### config.mk
export PLATFORM = sky130hd
export DESIGN_NAME = cpu_seq_ctrl
export DESIGN_NICKNAME = d
export VERILOG_FILES = /design/src/rtl/cpu_seq_pkg.sv /design/src/rtl/cpu_seq_next.sv /design/src/rtl/cpu_seq_strobe.sv /design/src/rtl/cpu_seq_pc.sv /design/src/rtl/cpu_seq_ctrl.sv
export SDC_FILE = /design/constraint.sdc
export NUM_CORES = 1
export LEC_CHECK = 0
export ABC_AREA = 1
export BUFFER_PORTS_ARGS = -buffer_cell sky130_fd_sc_hd__buf_2
export CAP_MARGIN = 5
export CORE_MARGIN = 10
export CORE_UTILIZATION = 41
export CTS_CLUSTER_SIZE = 12
export DETAILED_ROUTE_END_ITERATION = 7
export GPL_TIMING_DRIVEN = 1
export PLACE_DENSITY = 0.73
export SYNTH_ARGS = -nofsm -noshare
export SYNTH_HDL_FRONTEND = slang
export SYNTH_HIERARCHICAL = 1
export SYNTH_SLANG_ARGS = --single-unit
### constraint.sdc
create_clock -name clk -period 1.25 [get_ports clk]
set_input_delay 0.25 -clock clk [delete_from_list [all_inputs] [get_ports clk]]
set_output_delay 0.25 -clock clk [all_outputs]
set_load 0.005 [all_outputs]
### src/rtl/cpu_seq_pkg.sv
package cpu_seq_pkg;

   localparam int OPC_W = 4;

   typedef enum logic [OPC_W-1:0] {
      OPC_NOP = 4'h0,
      OPC_LDA = 4'h1,
      OPC_ADD = 4'h2,
      OPC_SUB = 4'h3,
      OPC_STA = 4'h4,
      OPC_LDI = 4'h5,
      OPC_JMP = 4'h6,
      OPC_OUT = 4'hE,
      OPC_HLT = 4'hF
   } opcode_e;

   typedef enum logic [3:0] {
      ST_FADDR   = 4'd0,
      ST_FINSTR  = 4'd1,
      ST_LDA_ADR = 4'd2,
      ST_LDA_RD  = 4'd3,
      ST_ADD_ADR = 4'd4,
      ST_ADD_RD  = 4'd5,
      ST_SUB_ADR = 4'd6,
      ST_SUB_RD  = 4'd7,
      ST_STA_ADR = 4'd8,
      ST_STA_WR  = 4'd9,
      ST_LDI     = 4'd10,
      ST_JMP     = 4'd11,
      ST_OUT     = 4'd12,
      ST_HALT    = 4'd13
   } seq_state_e;

   typedef struct packed {
      logic halted;
      logic out_ld;
      logic pc_ld;
      logic mem_we;
      logic a_oe;
      logic alu_sub;
      logic alu_wr;
      logic b_ld;
      logic a_ld;
      logic ir_oe;
      logic pc_inc;
      logic ir_ld;
      logic mem_oe;
      logic mar_ld;
      logic pc_oe;
   } ctrl_word_t;

endpackage

### src/rtl/cpu_seq_next.sv
module cpu_seq_next
   import cpu_seq_pkg::*;
#(
   parameter int OPC_W = 4
) (
   input  logic             clk,
   input  logic             rst,
   input  logic [OPC_W-1:0] opcode,
   output seq_state_e       state
);

   seq_state_e nxt;

   always_comb begin
      nxt = ST_FADDR;
      case (state)
         ST_FADDR:   nxt = ST_FINSTR;
         ST_FINSTR: begin
            case (opcode)
               OPC_LDA: nxt = ST_LDA_ADR;
               OPC_ADD: nxt = ST_ADD_ADR;
               OPC_SUB: nxt = ST_SUB_ADR;
               OPC_STA: nxt = ST_STA_ADR;
               OPC_LDI: nxt = ST_LDI;
               OPC_JMP: nxt = ST_JMP;
               OPC_OUT: nxt = ST_OUT;
               OPC_HLT: nxt = ST_HALT;
               default: nxt = ST_FADDR;
            endcase
         end
         ST_LDA_ADR: nxt = ST_LDA_RD;
         ST_ADD_ADR: nxt = ST_ADD_RD;
         ST_SUB_ADR: nxt = ST_SUB_RD;
         ST_STA_ADR: nxt = ST_STA_WR;
         ST_HALT:    nxt = ST_HALT;
         default:    nxt = ST_FADDR;
      endcase
   end

   always_ff @(posedge clk) begin
      if (rst) state <= ST_FADDR;
      else     state <= nxt;
   end

endmodule

### src/rtl/cpu_seq_strobe.sv
module cpu_seq_strobe
   import cpu_seq_pkg::*;
(
   input  seq_state_e state,
   output ctrl_word_t cw
);

   always_comb begin
      cw = '0;
      case (state)
         ST_FADDR: begin
            cw.pc_oe  = 1'b1;
            cw.mar_ld = 1'b1;
         end
         ST_FINSTR: begin
            cw.mem_oe = 1'b1;
            cw.ir_ld  = 1'b1;
            cw.pc_inc = 1'b1;
         end
         ST_LDA_ADR, ST_ADD_ADR, ST_SUB_ADR, ST_STA_ADR: begin
            cw.ir_oe  = 1'b1;
            cw.mar_ld = 1'b1;
         end
         ST_LDA_RD: begin
            cw.mem_oe = 1'b1;
            cw.a_ld   = 1'b1;
         end
         ST_ADD_RD: begin
            cw.mem_oe = 1'b1;
            cw.b_ld   = 1'b1;
            cw.alu_wr = 1'b1;
         end
         ST_SUB_RD: begin
            cw.mem_oe  = 1'b1;
            cw.b_ld    = 1'b1;
            cw.alu_wr  = 1'b1;
            cw.alu_sub = 1'b1;
         end
         ST_STA_WR: begin
            cw.a_oe   = 1'b1;
            cw.mem_we = 1'b1;
         end
         ST_LDI: begin
            cw.ir_oe = 1'b1;
            cw.a_ld  = 1'b1;
         end
         ST_JMP: begin
            cw.ir_oe = 1'b1;
            cw.pc_ld = 1'b1;
         end
         ST_OUT: begin
            cw.a_oe   = 1'b1;
            cw.out_ld = 1'b1;
         end
         ST_HALT: cw.halted = 1'b1;
         default: cw = '0;
      endcase
   end

endmodule

### src/rtl/cpu_seq_pc.sv
module cpu_seq_pc #(
   parameter int ADDR_W = 4
) (
   input  logic              clk,
   input  logic              rst,
   input  logic              inc,
   input  logic              load,
   input  logic [ADDR_W-1:0] load_val,
   output logic [ADDR_W-1:0] pc
);

   localparam logic [ADDR_W-1:0] PC_STEP = ADDR_W'(1);

   // Inverted clock: the count settles half a cycle after the decode edge.
   always_ff @(negedge clk) begin
      if (rst)       pc <= '0;
      else if (load) pc <= load_val;
      else if (inc)  pc <= pc + PC_STEP;
   end

endmodule

### src/rtl/cpu_seq_ctrl.sv
module cpu_seq_ctrl
   import cpu_seq_pkg::*;
#(
   parameter int DATA_W = 8,
   parameter int OPC_W  = 4,
   parameter int ADDR_W = 4
) (
   input  logic              clk,
   input  logic              rst,
   input  logic [DATA_W-1:0] bus_in,
   output logic              pc_oe,
   output logic              mar_ld,
   output logic              mem_oe,
   output logic              ir_ld,
   output logic              pc_inc,
   output logic              ir_oe,
   output logic              a_ld,
   output logic              b_ld,
   output logic              alu_wr,
   output logic              alu_sub,
   output logic              a_oe,
   output logic              mem_we,
   output logic              pc_ld,
   output logic              out_ld,
   output logic              halted,
   output logic [ADDR_W-1:0] pc
);

   localparam int OPC_LSB = DATA_W - OPC_W;

   if (OPC_W != cpu_seq_pkg::OPC_W) begin : g_bad_opc_w
      $error("cpu_seq_ctrl: OPC_W must match the package opcode width");
   end
   if (OPC_W + ADDR_W > DATA_W) begin : g_bad_fields
      $error("cpu_seq_ctrl: opcode and operand do not fit in DATA_W");
   end
   if (ADDR_W < 1) begin : g_bad_addr
      $error("cpu_seq_ctrl: ADDR_W must be at least 1");
   end

   seq_state_e       state;
   ctrl_word_t       cw;
   logic [OPC_W-1:0] opcode;

   assign opcode = bus_in[OPC_LSB +: OPC_W];

   cpu_seq_next #(.OPC_W(OPC_W)) u_next (
      .clk    (clk),
      .rst    (rst),
      .opcode (opcode),
      .state  (state)
   );

   cpu_seq_strobe u_strobe (
      .state (state),
      .cw    (cw)
   );

   cpu_seq_pc #(.ADDR_W(ADDR_W)) u_pc (
      .clk      (clk),
      .rst      (rst),
      .inc      (cw.pc_inc),
      .load     (cw.pc_ld),
      .load_val (bus_in[ADDR_W-1:0]),
      .pc       (pc)
   );

   assign pc_oe   = cw.pc_oe;
   assign mar_ld  = cw.mar_ld;
   assign mem_oe  = cw.mem_oe;
   assign ir_ld   = cw.ir_ld;
   assign pc_inc  = cw.pc_inc;
   assign ir_oe   = cw.ir_oe;
   assign a_ld    = cw.a_ld;
   assign b_ld    = cw.b_ld;
   assign alu_wr  = cw.alu_wr;
   assign alu_sub = cw.alu_sub;
   assign a_oe    = cw.a_oe;
   assign mem_we  = cw.mem_we;
   assign pc_ld   = cw.pc_ld;
   assign out_ld  = cw.out_ld;
   assign halted  = cw.halted;

endmodule

---- Yosys cells after proc, flatten, opt, wreduce, memory -nomap -nowiden ----
Memory sizes are Yosys's and may differ from the RTL's.
Index checks and enable logic that the tools add are counted.
operators by class
  equality and inequality tests ........... 13
  reduce and logical (&&, ||, !) cells .... 8
  multiplexer cells ....................... 16
  add/sub/neg operators ................... 1
operators by type and width
  operator                                                                count
  4-bit one-hot mux with 7 select lines                                   1
  4-bit equality test (second input constant)                             6
  4-bit by 3-bit equality test with 1-bit output (second input constant)  4
  1-bit 2-to-1 mux                                                        11
  4-bit by 2-bit equality test with 1-bit output (second input constant)  2
  4-bit 2-to-1 mux                                                        2
  2-bit OR reduction                                                      3
  6-bit OR reduction                                                      1
  5-bit OR reduction                                                      1
  4-bit by 1-bit adder with 4-bit output (second input constant)          1
  4-bit by 1-bit equality test with 1-bit output (second input constant)  1
  4-bit zero test                                                         1
  2-bit 2-to-1 mux                                                        2
  4-bit OR reduction                                                      1
  2-bit nonzero test                                                      1
storage, ports and cells
  input port bits ......................... 10
  memories ................................ 1
  word-level logic and storage cells ...... 41
  bits in registers ....................... 8
  bits in read-only memories .............. 64
memories
  memory           depth  bits a word  read ports  clocked after Yosys merged registers in  write ports  line                RTL
  (no name shown)  16     4            1           0                                        0            cpu_seq_next.sv:19  case (opcode)

---- Longest topological paths before layout ----
Gate-level depths: netlist of the first run.
  depth after elaboration ................. 4
  mapped depth ............................ 10
  mapped depth without buffers ............ 9

---- Cells and area by module ----
Netlist of the first run, hierarchy kept.
by module, submodules not included
  module          seq. area each (um^2)  area an instance (um^2)  cells an instance  times used
  cpu_seq_next    80.1                   311.5                    49                 1
  cpu_seq_pc      80.1                   231.5                    35                 1
  cpu_seq_strobe  0.0                    145.1                    32                 1

==> reports/metrics.cfg, run 1 <==
[floorplan]
start_util=0.4464
num_rows=14
io_pins=29
core_area_mm2=0.001541
die_y_um=60.97
die_area_mm2=0.003717
die-width_um=60.97

[route]
viasPerCell=5.037
firstDrtPassIters=4
ant_nets=0
drt_wl_total_mm=2.466
drcViolationCount=0
num_vias=952
drt_iter0_markers=31
wl_per_cell_um=13.05

[min_path]
min-delay-start=bus_in[7]
hold_path_depth=4
min_to=u_next/state[2]
hold_class=input port to register

[setup_path]
ff2ff_setup_slack_ns=-0.53
critical_path_class=register to register
required_ns=0.82
setup.worst_path.end_class=register
cp_max_fo=6
cp.arrival_ns=1.35
r2r_end=u_pc/pc[0]
start_kind=register
rr_worst_depth=8
r2r_start=u_next/state[2]

[global_route]
grt-ovfl-total=0
grt_pass1_wl_mm=3.484
grt_pass1_vias=841
grt_usage=0.1144
grt_max_degree=8
antenna_found_initial=0

[cells_and_area]
drive_above_1_share=0.6301
finish.utilization=0.8498
num_antenna_cells=0
n_fill_cell=92
syn_to_final_growth_pct=90.36
num-nets-final=188

[logic_synthesis]
yosys-top-cells-area=dfxtp_1 23%, nand2_1 16%, inv_1 9.8%, nand3_1 8.0%, ha_1 7.3%
syn_nets=130
post-synth-top-count-cell=nand2_1
ys.flop_type=dfxtp_1
syn_area_um2=688.2
synth.distinct_cells=22
yosys.area.top_type=dfxtp_1
ys_seq_area_frac=0.2327
syn_inst=116
synth.top_cells.by_count=29 x nand2_1, 18 x inv_1, 13 x nor2_1, 11 x nand3_1, 8 x dfxtp_1
async_reset_ff_frac=0
synth_edf_count=0
synth-seq-cells=8
ys.warnings.count=6
postSynthAreaPerCell_um2=5.932
synth_top_area_share=0.2327

[clocking]
clock_latency_ns=0.33
cts_buffers=3
cts_tree=done
path_clk_slew_ns=0.06
cts.sinks=8
cts_max_level=1
clock_path_buffers=2
ctsHoldBuffers=0
root_buffer=clkbuf_4

[timing]
whs_ns=0.3222
worst_pin_slew_ns=0.2074
slew_violations=0
slew_headroom=0.8602
setup_viol=23
rsz0062_at_grt=true
fin_ws_ns=-0.5275
tns_ns=-5.575
fin_skew_ns=0.07302
hold_viol=0

[pwr]
p_leak_uw=0.0006935
clkPwrFrac=0.200
combPwrFrac=0.558
peakVddDrop_v=0.001008
seqPwrFrac=0.241
powerDensity_mw_per_mm2=1057
power_uw=1385
p_sw_uw=592.2
switching_share=0.4276
p_int_uw=792.5

[job]
maxCapViolCount=0

[status]
status=finished, violations left
violations=negative setup slack

[placement]
io_buffer_count=28
dpl.hpwl_mm=1.661
place_congestion=0.8691

[how the worst max path moves through the flow]
stage          slack [ns]         end       startpoint
6_report            -0.53  u_pc/pc[0]  u_next/state[2]
5_1_grt             -0.59  u_pc/pc[0]  u_next/state[2]
4_1_cts             -0.42  u_pc/pc[0]  u_next/state[2]
3_5_place_dp        -0.53  u_pc/pc[0]  u_next/state[2]
3_3_place_gp        -0.48  u_pc/pc[0]  u_next/state[2]
2_1_floorplan       -0.50  u_pc/pc[3]  u_next/state[2]
[repair_timing]
item | in CTS | in global routing
pin swaps | 7 | 19
gates resized for setup | 24 | 38
endpoints found under the setup margin | 23 | 27
setup buffers | 6 | 5
[metrics by stage]
step | area (µm²) | cells | setup WS (ns)
5_1_grt | 1310 | 189 | -0.5873
6_report | 1310 | 189 | -0.5275
3_3_place_gp | 1008 | 176 | -0.4750
4_1_cts | 1159 | 187 | -0.4245
3_5_place_dp | 1008 | 176 | -0.5342
2_1_floorplan | 732.0 | 116 | -0.5025
[flip-flops by register name, indices dropped and copies added (netlist names)]
register	flops
u_next/state	4
u_pc/pc	4
[per-layer routing]
metal | GRT usage | vias to the layer above | wire [µm]
met5 | 0 | - | 0
met4 | 0.03135 | 0 | 16
met3 | 0.03549 | 2 | 205
met2 | 0.2067 | 37 | 1291
met1 | 0.1249 | 437 | 952
li1 | - | 476 | -
[kinds of logic after synthesis]
family	count (synthesis)	synth area share
AOI/OAI and AO/OA	16	0.1327
xor gates and xnor gates	1	0.01273
adders and majority gates	4	0.07273
buffers and inverters	24	0.1418
DFF	8	0.2327
and+or+nand+nor	63	0.4073
[critical path, stage by stage (launching register included)]
cell and delay (ns):
dfxtp_4 0.36, inv_6 0.07, nand2_4 0.06, nor2_4 0.20
nor2_4 0.08, nand2_2 0.06, nand2_1 0.05, o21ai_1 0.14
inv_1 0.07
[power by group through the flow]
stage | sequential [µW] | clock, µW | combinational, µW
6_report | 334 | 277 | 773
5_1_grt | 338 | 310 | 838
4_1_cts | 330 | 267 | 640
3_5_place_dp | 326 | 24.9 | 559
3_3_place_gp | 325 | 24.9 | 546
2_1_floorplan | 349 | 24.9 | 302
[cell type report]
cell class / count / area (µm²) / share of cell area
repair buffers: 52 / 384.1 / 0.2932
clock buffers: 4 / 26.28 / 0.02006
inverters: 21 / 91.34 / 0.06972
well taps: 16 / 20.02 / 0.01528
multi-input cells: 84 / 593.1 / 0.4527
clock inverters: 4 / 15.01 / 0.01146
flip-flops and latches: 8 / 180.2 / 0.1375
[cells in the final DEF (no fill, tap or decap), drive strengths merged]
| master | synthesis | final |
|---|---|---|
| xor2 | 1 | 1 |
| a21boi | 2 | 2 |
| nand2 | 31 | 31 |
| buf | 2 | 52 |
| clkinv | 1 | 1 |
| nor3 | 4 | 4 |
| nor2 | 16 | 16 |
| dfxtp | 8 | 8 |
| nand4 | 1 | 1 |
| clkbuf | 0 | 4 |
| ha | 4 | 4 |
| o21ai | 6 | 6 |
| a21oi | 7 | 7 |
| inv | 21 | 24 |
| o21a | 1 | 1 |
| nand3 | 11 | 11 |
No activity file was read; power rests on OpenSTA's default activity.
==> run 2: changes to the inputs <==
CORE_UTILIZATION = 49   (was 41)
GPL_TIMING_DRIVEN = 0   (was 1)
PLACE_DENSITY = 0.82   (was 0.73)
clock period = 2.3 ns   (was 1.25 ns; I/O delays follow)
==> run 2 against run 1 <==
The flow still finishes with violations (negative setup slack). Sequential cell count unchanged. Combinational power down 57%. First-iteration DRC count up 16%. Global-route usage up 2.3 points. Clock skew down 0.011 ns. Power down 52%. Sequential share of layout area up 2.8 points. Non-clock buffer count down 6. Clock-buffer cell count unchanged. Worst hold slack better by 0.14 ns. Cell count down 3.7%. Critical path depth down 7. Largest cell class unchanged.
==> reports/metrics.cfg, run 2 (same netlist as run 1, synthesis figures left out) <==
[status]
status=finished, violations left
violations=negative setup slack

[timing]
rsz0062_at_grt=true
whs_ns=0.4631
fin_skew_ns=0.06210
fin_ws_ns=-0.07587
slew_headroom=0.8162
setup_viol=7
hold_viol=0
slew_violations=0
worst_pin_slew_ns=0.2751

[route]
drt_iter0_markers=36
ant_nets=0
num_vias=995
firstDrtPassIters=4
drcViolationCount=0
drt_wl_total_mm=2.689
viasPerCell=5.467
wl_per_cell_um=14.77

[setup_path]
rr_worst_depth=9
cp_slowest_stage_delay_ns=0.34
critPathBufInv=1
setup.worst_path.end_class=output port
cp_max_fo=2
critical_path_class=register to output port
crit_cells=1
worst_path_max_delay_cell=dfxtp_4
required_ns=1.84
start_kind=register
critPathTopFamily=flip-flops
path_cells=buf_6
cp.arrival_ns=1.92

[floorplan]
die_area_mm2=0.003303
num_rows=13
die-width_um=57.48
die_y_um=57.48
io_pins=29
core_area_mm2=0.001318
start_util=0.5223

[clocking]
cts.sinks=8
clock_path_buffers=2
cts_tree=done
root_buffer=clkbuf_4
ctsHoldBuffers=0
cts_buffers=3
path_clk_slew_ns=0.06
cts_max_level=1
clock_latency_ns=0.32

[global_route]
antenna_found_initial=0
grt-ovfl-total=0
grt_usage=0.1375
grt_pass1_wl_mm=3.774
grt_pass1_vias=868
grt_max_degree=11

[cells_and_area]
n_fill_cell=90
final_cell_area_mm2=0.001121
num-nets-final=182
drive_above_1_share=0.4731
num_antenna_cells=0
syn_to_final_growth_pct=62.91
top_regs=u_next/state: 4 flops, u_pc/pc: 4 flops
layout_commonest_cell=nand2_1
final_cell_mix=27 x nand2_1, 26 x buf_2, 18 x inv_1, 17 x buf_4

[pwr]
peakVddDrop_v=0.0004949
p_leak_uw=0.0006304
powerDensity_mw_per_mm2=595.1

[job]
maxCapViolCount=0

[placement]
io_buffer_count=28
post_dp_cell_area_um2=882.1
place_congestion=0.8648
pre_cts_ws_ns=-0.08652
dpl.hpwl_mm=1.393

[min_path]
hold_path_depth=2
hold_class=input port to register

==> run 2: cell types whose count changed in the layout (fill, tap and decap cells not counted), sizes merged <==
cell  delta
buf      -6
==> run 2: final cells by class <==
| class | count | area [µm²] | area share |
|---|---|---|---|
| Inverter | 21 | 86.33 | 0.07701 |
| Tap cell | 15 | 18.77 | 0.01674 |
| Timing Repair Buffer | 45 | 284.0 | 0.2533 |
| Sequential cell | 8 | 185.2 | 0.1652 |
| Buffer | 1 | 7.507 | 0.006696 |
| Multi-Input combinational cell | 84 | 498.0 | 0.4442 |
| Clock buffer | 4 | 26.28 | 0.02344 |
| Clock inverter | 4 | 15.01 | 0.01339 |
==> run 2: path summary, 6_finish.rpt <==
check,startpoint,to,slack [ns]
max reg2reg,u_next/state[3],u_pc/pc[1],-0.04
min,rst,u_next/state[3],0.46
min reg2reg,u_pc/pc[3],u_pc/pc[3],0.62
max,u_pc/pc[0],pc[0],-0.08
==> run 2: power by group <==
group	internal, µW	switching (µW)	leakage [µW]
combinational	149	181	0.000524
sequential	159	31.0	0.0000705
clock	76.2	71.4	0.0000363
==> run 2: metal layers <==
metal	part of all wire	vias to the layer above	wire length [µm]	GRT usage
li1	-	467	-	-
met1	0.33	441	898	0.1171
met2	0.51	68	1358	0.2362
met3	0.11	19	301	0.07080
met4	0.048	0	130	0.1074
met5	0	-	0	0
==> run 2: per-stage QoR <==
stage	util	power [µW]	std cells	setup TNS (ns)
2_1_floorplan	-	360.9	116	0
3_3_place_gp	0.6695	433.0	159	-0.2299
3_5_place_dp	0.6695	439.0	159	-0.2753
4_1_cts	0.7531	593.5	171	-0.2819
5_1_grt	0.8509	718.2	182	-0.7369
6_report	0.8509	667.2	182	-0.3676
==> run 2: timing repair <==
item	4_1_cts	5_1_grt
endpoints found under the setup margin	8	8
setup buffers	5	12
gates resized for setup	13	12
pin swaps	2	5
==> run 3: changes to the inputs <==
clock period = 3.1 ns   (was 2.3 ns; I/O delays follow)
==> run 3 against run 2 <==
The flow now finishes without violations. Die area did not move. Worst hold slack improved by 0.14 ns. Core utilization fell by 17 points. Register-to-register slack improved by 0.24 ns. Sequential power fell by 26%.
==> reports/metrics.cfg, run 3 (same netlist as run 1, synthesis figures left out) <==
[status]
status=complete, no violations

[route]
firstDrtPassIters=4
viasPerCell=5.024
drcViolationCount=0
drt_iter0_markers=15
wl_per_cell_um=10.93
drt_wl_total_mm=1.815
num_vias=834
ant_nets=0

[setup_path]
critPathTopFamily=flip-flops
start_kind=register
cp.arrival_ns=2.43
ff2ff_setup_slack_ns=0.20
cp_slowest_stage_delay_ns=0.41
r2r_start=u_next/state[2]
critical_path_class=register to output port
required_ns=2.48
crit_start=u_pc/pc[0]
worst_path_max_delay_cell=dfxtp_1
path_cells=buf_2
cp_max_fo=6
setup.worst_path.end_class=output port
critPathBufInv=1

[min_path]
hold_class=input port to register
min-delay-start=rst

[global_route]
grt_use_met2=0.1779
busiest_layer=met2
grt_usage=0.1144
gr-usage-met1=0.1227
use_met3=0.04867
grt-ovfl-total=0
grt_pass1_wl_mm=3.174
antenna_found_initial=0
grt_max_degree=11
grt_pass1_vias=770

[floorplan]
die_y_um=57.48
start_util=0.5223
num_rows=13
io_pins=29
die_area_mm2=0.003303
core_area_mm2=0.001318
die-width_um=57.48

[placement]
pre_cts_ws_ns=-0.05024
place_inst=159
place_congestion=0.8852
io_buffer_count=28
dpl.hpwl_mm=1.517

[clocking]
cts_tree=done
ctsHoldBuffers=0
path_clk_slew_ns=0.06
cts_resized=1
root_buffer=clkbuf_4
cts_max_level=1
cts_buffers=3
cts_setup_buffers=0
clock_path_buffers=2
cts.sinks=8
clock_latency_ns=0.32

[cells_and_area]
seq_area_um2=161.4
num_antenna_cells=0
multi_input_area_um2=440.4
n_fill_cell=140
top_regs=u_next/state: 4 flops, u_pc/pc: 4 flops
drive_above_1_share=0.3046
final_cell_mix=29 x nand2_1, 28 x buf_2, 20 x inv_1, 11 x nand3_1, 11 x nor2_1
syn_to_final_growth_pct=30.18
num-nets-final=166
finish.utilization=0.6800
layout_commonest_cell=nand2_1
fin_cells=166

[pwr]
seqPwrFrac=0.341
p_leak_uw=0.0005227
clkPwrFrac=0.262
combPwrFrac=0.397
powerDensity_mw_per_mm2=461.0
p_int_uw=241.7
switching_share=0.4148
p_sw_uw=171.3
peakVddDrop_v=0.0002863

[timing]
worst_pin_slew_ns=0.3335
hold_viol=0
rsz0062_at_grt=false
slew_violations=0
slew_headroom=0.7773
tns_ns=0
fin_skew_ns=0.06018
fin_ws_ns=0.04582
setup_viol=0

[job]
maxCapViolCount=0

-- run 3: power groups by stage --
stage | combinational, µW | clock (µW) | sequential [µW]
floorplan | 108 | 10.0 | 137
global placement | 158 | 10.0 | 141
detailed placement | 162 | 10.0 | 141
CTS | 163 | 112 | 139
global route | 189 | 123 | 144
finish | 164 | 108 | 141
-- run 3: final timing paths --
path	end	cells past startpoint
worst max-delay path	pc[0]	1
worst min-delay path	u_next/state[0]	2
worst max register to register	u_pc/pc[3]	7
worst min register to register	u_next/state[1]	2
-- run 3: layout make-up --
| type | count | area share |
|---|---|---|
| multi-input combinational | 84 | 0.4916 |
| sequential | 8 | 0.1802 |
| timing repair buffer | 28 | 0.1564 |
| inverter | 21 | 0.08799 |
| clock buffer | 4 | 0.02933 |
| tap | 15 | 0.02095 |
| clock inverter | 4 | 0.01676 |
| buffer | 2 | 0.01676 |
-- run 3: through the flow --
| step | hold WS (ns) | power (µW) | instance area (µm²) |
|---|---|---|---|
| 3_3_place_gp | 0.5663 | 308.5 | 847.1 |
| 2_1_floorplan | 0.5206 | 255.4 | 688.2 |
| 3_5_place_dp | 0.5921 | 313.3 | 847.1 |
| 4_1_cts | 0.6002 | 414.0 | 887.1 |
| 6_report | 0.6026 | 413.0 | 895.9 |
| 5_1_grt | 0.6037 | 455.9 | 895.9 |
-- run 3: per-layer routing --
layer  vias up  wire length (µm)
met5         -                 0
met4         0                38
met3         4               205
met2        42               852
met1       357               719
li1        431                 -
